[config.mk]
export PLATFORM = sky130hd
export DESIGN_NAME = rr_park_arbiter
export DESIGN_NICKNAME = d
export VERILOG_FILES = /design/src/rtl/rr_park_arbiter.sv
export SDC_FILE = /design/constraint.sdc
export NUM_CORES = 1
export LEC_CHECK = 0
export ABC_AREA = 0
export BUFFER_PORTS_ARGS = -buffer_cell sky130_fd_sc_hd__buf_2
export CAP_MARGIN = 20
export CORE_AREA = 2 2 39 41
export CTS_BUF_LIST = sky130_fd_sc_hd__clkbuf_4 sky130_fd_sc_hd__clkbuf_8
export CTS_CLUSTER_SIZE = 20
export DETAILED_ROUTE_END_ITERATION = 12
export DIE_AREA = 0 0 41 43
export SLEW_MARGIN = 15
export SYNTH_ARGS = -nofsm -noshare
export SYNTH_HDL_FRONTEND = slang
export SYNTH_SLANG_ARGS = --single-unit
[constraint.sdc]
create_clock -name clk -period 3.9 [get_ports clk]
set_input_delay 1.17 -clock clk [delete_from_list [all_inputs] [get_ports clk]]
set_output_delay 1.17 -clock clk [all_outputs]
set_load 0.02 [all_outputs]
[src/rtl/rr_park_arbiter.sv]
module rr_park_arbiter #(
  parameter int AGENTS = 4,
  parameter int BRIDGE = 3,
  localparam int IW = (AGENTS > 1) ? $clog2(AGENTS) : 1
) (
  input  logic              clk,
  input  logic              rst_n,
  input  logic [AGENTS-1:0] req_n,
  input  logic              frame_n,
  input  logic              irdy_n,
  input  logic              trdy_n,
  output logic [AGENTS-1:0] gnt_n
);

  logic [AGENTS-1:0] req, own, others;
  logic [IW-1:0]     ptr, pick;
  logic [IW:0]       slot;
  logic              pick_ok, may_switch, owned, bridge_release;

  assign req            = ~req_n;
  assign may_switch     = frame_n & (irdy_n | ~trdy_n);
  assign others         = req & ~own;
  assign owned          = |own;
  assign bridge_release = own[BRIDGE] & ~req[BRIDGE];
  assign gnt_n          = ~own;

  always_comb begin
    pick    = '0;
    pick_ok = 1'b0;
    slot    = '0;
    for (int k = 0; k < AGENTS; k++) begin
      slot = {1'b0, ptr} + (IW+1)'(k);
      if (slot >= (IW+1)'(AGENTS)) slot = slot - (IW+1)'(AGENTS);
      if (!pick_ok && req[slot[IW-1:0]]) begin
        pick_ok = 1'b1;
        pick    = slot[IW-1:0];
      end
    end
  end

  always_ff @(posedge clk or negedge rst_n) begin
    if (!rst_n) begin
      own <= '0;
      ptr <= '0;
    end else if (may_switch) begin
      if (owned) begin
        if ((|others) || bridge_release) own <= '0;
      end else if (pick_ok) begin
        own <= AGENTS'(1) << pick;
        ptr <= (pick == IW'(AGENTS-1)) ? '0 : pick + 1'b1;
      end
    end
  end


  one_grant_chk: assert property (@(posedge clk) disable iff (!rst_n)
    $onehot0(~gnt_n));


  turnaround_chk: assert property (@(posedge clk) disable iff (!rst_n)
    (($past(gnt_n) != '1) && (gnt_n != '1)) |-> (gnt_n == $past(gnt_n)));


  hold_busy_chk: assert property (@(posedge clk) disable iff (!rst_n)
    !$past(frame_n & (irdy_n | ~trdy_n)) |-> $stable(gnt_n));


  bridge_unpark_chk: assert property (@(posedge clk) disable iff (!rst_n)
    $past(frame_n & (irdy_n | ~trdy_n) & ~gnt_n[BRIDGE] & (&req_n)) |-> (&gnt_n));


  preempt_chk: assert property (@(posedge clk) disable iff (!rst_n)
    $past(frame_n & (irdy_n | ~trdy_n) & (gnt_n != '1) & (|(~req_n & gnt_n))) |-> (&gnt_n));

  for (genvar i = 0; i < AGENTS; i++) begin : g_req_chk

    grant_needs_req_chk: assert property (@(posedge clk) disable iff (!rst_n)
      $fell(gnt_n[i]) |-> $past(!req_n[i] && frame_n && (irdy_n || !trdy_n)));
  end

endmodule

==> run metrics <==
status=complete, no violations; CTS tree=built; hold wc startpoint=ptr[0]; Final Non-Filler Cells=between 70 and 80; antenna violations before repair=0; core area=0.00138 mm^2; Vias/cell=around 4.9; main combinational cell family by area after synthesis=simple AND/OR/NAND/NOR gates; cell row count=14; Syn Area/Cell=between 9 and 10 um^2; R2R cell count=6; reg2reg start=ptr[0]; asr flop ratio synth=100%; post-CTS setup-driven buffer insertion count=0; count of input and output buffers=12; endpoint type of the worst setup path=register; top post-synthesis cells by area=dfrtp_1, ha_1, mux2i_1; Worst-Skew Late Latency=0.25 ns; fmax=407 MHz; Max Cap Viol=0; diode count=0; critical path's top delay family=compound AO/OA/AOI/OAI gates; post-synth top area cell=dfrtp_1; post-place setup slack=about 1.2 ns; leakage=approximately 0.27 nW; simple-gate share of the synthesized area=18.7%; Worst Clk Skew=between 0.004 and 0.005 ns; Slew HR=about 73%; total wire length=~990 um; Pwr per Cell Area=654 mW/mm^2; Starting Density=between 30 and 40%; num ports=13; Yosys cell types=21; TritonRoute pass-1 iters=2; net count after synthesis=60; Wirelength per Cell=roughly 13 um; sum of net half-perimeters after detailed placement=between 800 and 900 um; root buf cell=clkbuf_4; via count=380; Post-Synthesis Cells=between 40 and 50; post-synthesis sequential area ratio=approximately a third; fill count=138; R2R setup slack=between 2 and 2.5 ns; Crit Path Category=input port to register; first-pass GRT wire length=about 1400 um; Die X=about 41 um; gp weighted congestion=about 0.75; Synth Register Bits=6; hold buffer count at CTS=0; crit path time final=approximately 2.5 ns; Slew Viols, Final=0; CP max-delay cell=a211o_1; Inst Count DP=75; post-synthesis mux area share=13.8%; most numerous cell in the Yosys netlist=inv_1; Post-synth EDFFs=0; Setup TNS=0 ns; Nets=between 70 and 80; share of cells above drive strength 1=29.0%; Total GRT Usage=12.6%; initial DRC count=6; Synth Flop Type=dfrtp_1; compound-cell area share of the yosys netlist=between 15 and 20%; synth-to-layout area growth=22.6%; Crit path largest cell delay=just under 0.3 ns; Max clock buf depth=2; TritonCTS Sinks=6; crit-path cells=buf_2, inv_1, a211o_1, a32o_1, and2b_1, ha_1, mux2_2; CP Data Arrival Time=approximately 2.6 ns; largest net degree at the start of global routing=7; Die Y=43 um; TritonCTS buffer count=3; Req. time, crit path=4.03 ns; worst path bufs/invs=2; Mapped Area=454 um^2; Clock transition at path regs=0.04 ns; XOR/XNOR Fraction of Synth Area=roughly 1.9%; Fin. Hold Viols=0; vias in the first global route=around 340; Pwr Total=364 uW; end of the worst hold path=ptr[0]; area share of the largest cell type after synthesis=33.1%; reg2reg end=ptr[1]; worst-path fanout max=4; Post-CTS Resized=0; Peak VDD IR=around 0.21 mV; # setup viols final=0; RSZ-0062 raised after global routing=no; CP startpoint kind=input port; GR Overflow Total=0; Antenna Nets Post-Route=0; Die ar.=~0.0018 mm^2; worst hold path class=register to register; fin worst setup slack=approximately 1.4 ns; drt drc=0; H-tree depth=1; Tightest Pin Transition=around 0.4 ns; final worst-path cycle share=a little over three fifths; hold-critical path depth=1; Post-Synth Adder-Cell Area=11.0%; number of synthesis warnings=0; top post-synthesis cells by count=inv_1, dfrtp_1, ha_1, mux2i_1, nand2_1; fin util=40.2%
## cell families (layout without fill, tap and decap cells)
group | Yosys count | in the layout
muxes | 6 | 6
buffers and inverters | 7 | 22
DFF | 6 | 6
adders and majority gates | 4 | 4
xor gates and xnor gates | 1 | 1
AOI/OAI and AO/OA | 10 | 10
and+or+nand+nor | 13 | 13
## stage by stage
step / cell area, um^2 / hold slack, ns
6_report: 557 / 0.598
5_1_grt: 557 / 0.615
4_1_cts: 557 / 0.596
3_5_place_dp: 534 / 0.581
3_3_place_gp: 534 / 0.572
2_1_floorplan: 454 / 0.542
## report_power, final
part | switching (mW) | internal, mW
clock | 0.0238 | 0.0349
combinational | 0.0963 | 0.0886
sequential | 0.0334 | 0.0870
total | 0.154 | 0.210
## worst max-delay path by stage
stage	from	to	slack, ns	cells after the start
floorplan	req_n[2]	ptr[1]	1.41	6
global placement	req_n[2]	ptr[1]	1.23	7
detailed placement	req_n[2]	ptr[1]	1.20	7
CTS	req_n[2]	ptr[1]	1.46	7
global route	req_n[2]	ptr[1]	1.38	7
finish	req_n[2]	ptr[1]	1.44	7
## placed cells by master (no fill, tap or decap), drive strengths merged
master	n
buf	12
nor4	1
a211o	1
nand3b	1
dfrtp	6
o22ai	1
nand2b	2
inv	7
nand4	1
a21boi	1
mux2i	4
ha	4
and2b	2
mux2	2
o21ai	3
xnor2	1
a211oi	1
o221ai	1
nor2	2
nand2	4
clkbuf	3
o21a	1
a32o	1
## registers in the layout, indices dropped and copies added, names as in the netlist
| register | count |
|---|---|
| ptr | 2 |
| own | 4 |
## layer usage
metal,vias to the layer above,track usage [%],share of wire [%]
met5,-,0,0
met4,0,10.0,2.5
met3,4,3.14,6.1
met2,11,16.6,45
met1,170,16.6,46
li1,195,-,-
## final cells by class
cell class | count | area [um^2] | area share, %
multi-input combinational | 34 | 278 | 49.9
sequential | 6 | 150 | 27.0
timing repair buffer | 12 | 60.1 | 10.8
inverter | 7 | 26.3 | 4.72
clock buffer | 3 | 22.5 | 4.04
tap | 16 | 20.0 | 3.60
(Power assumes the default switching activity.)
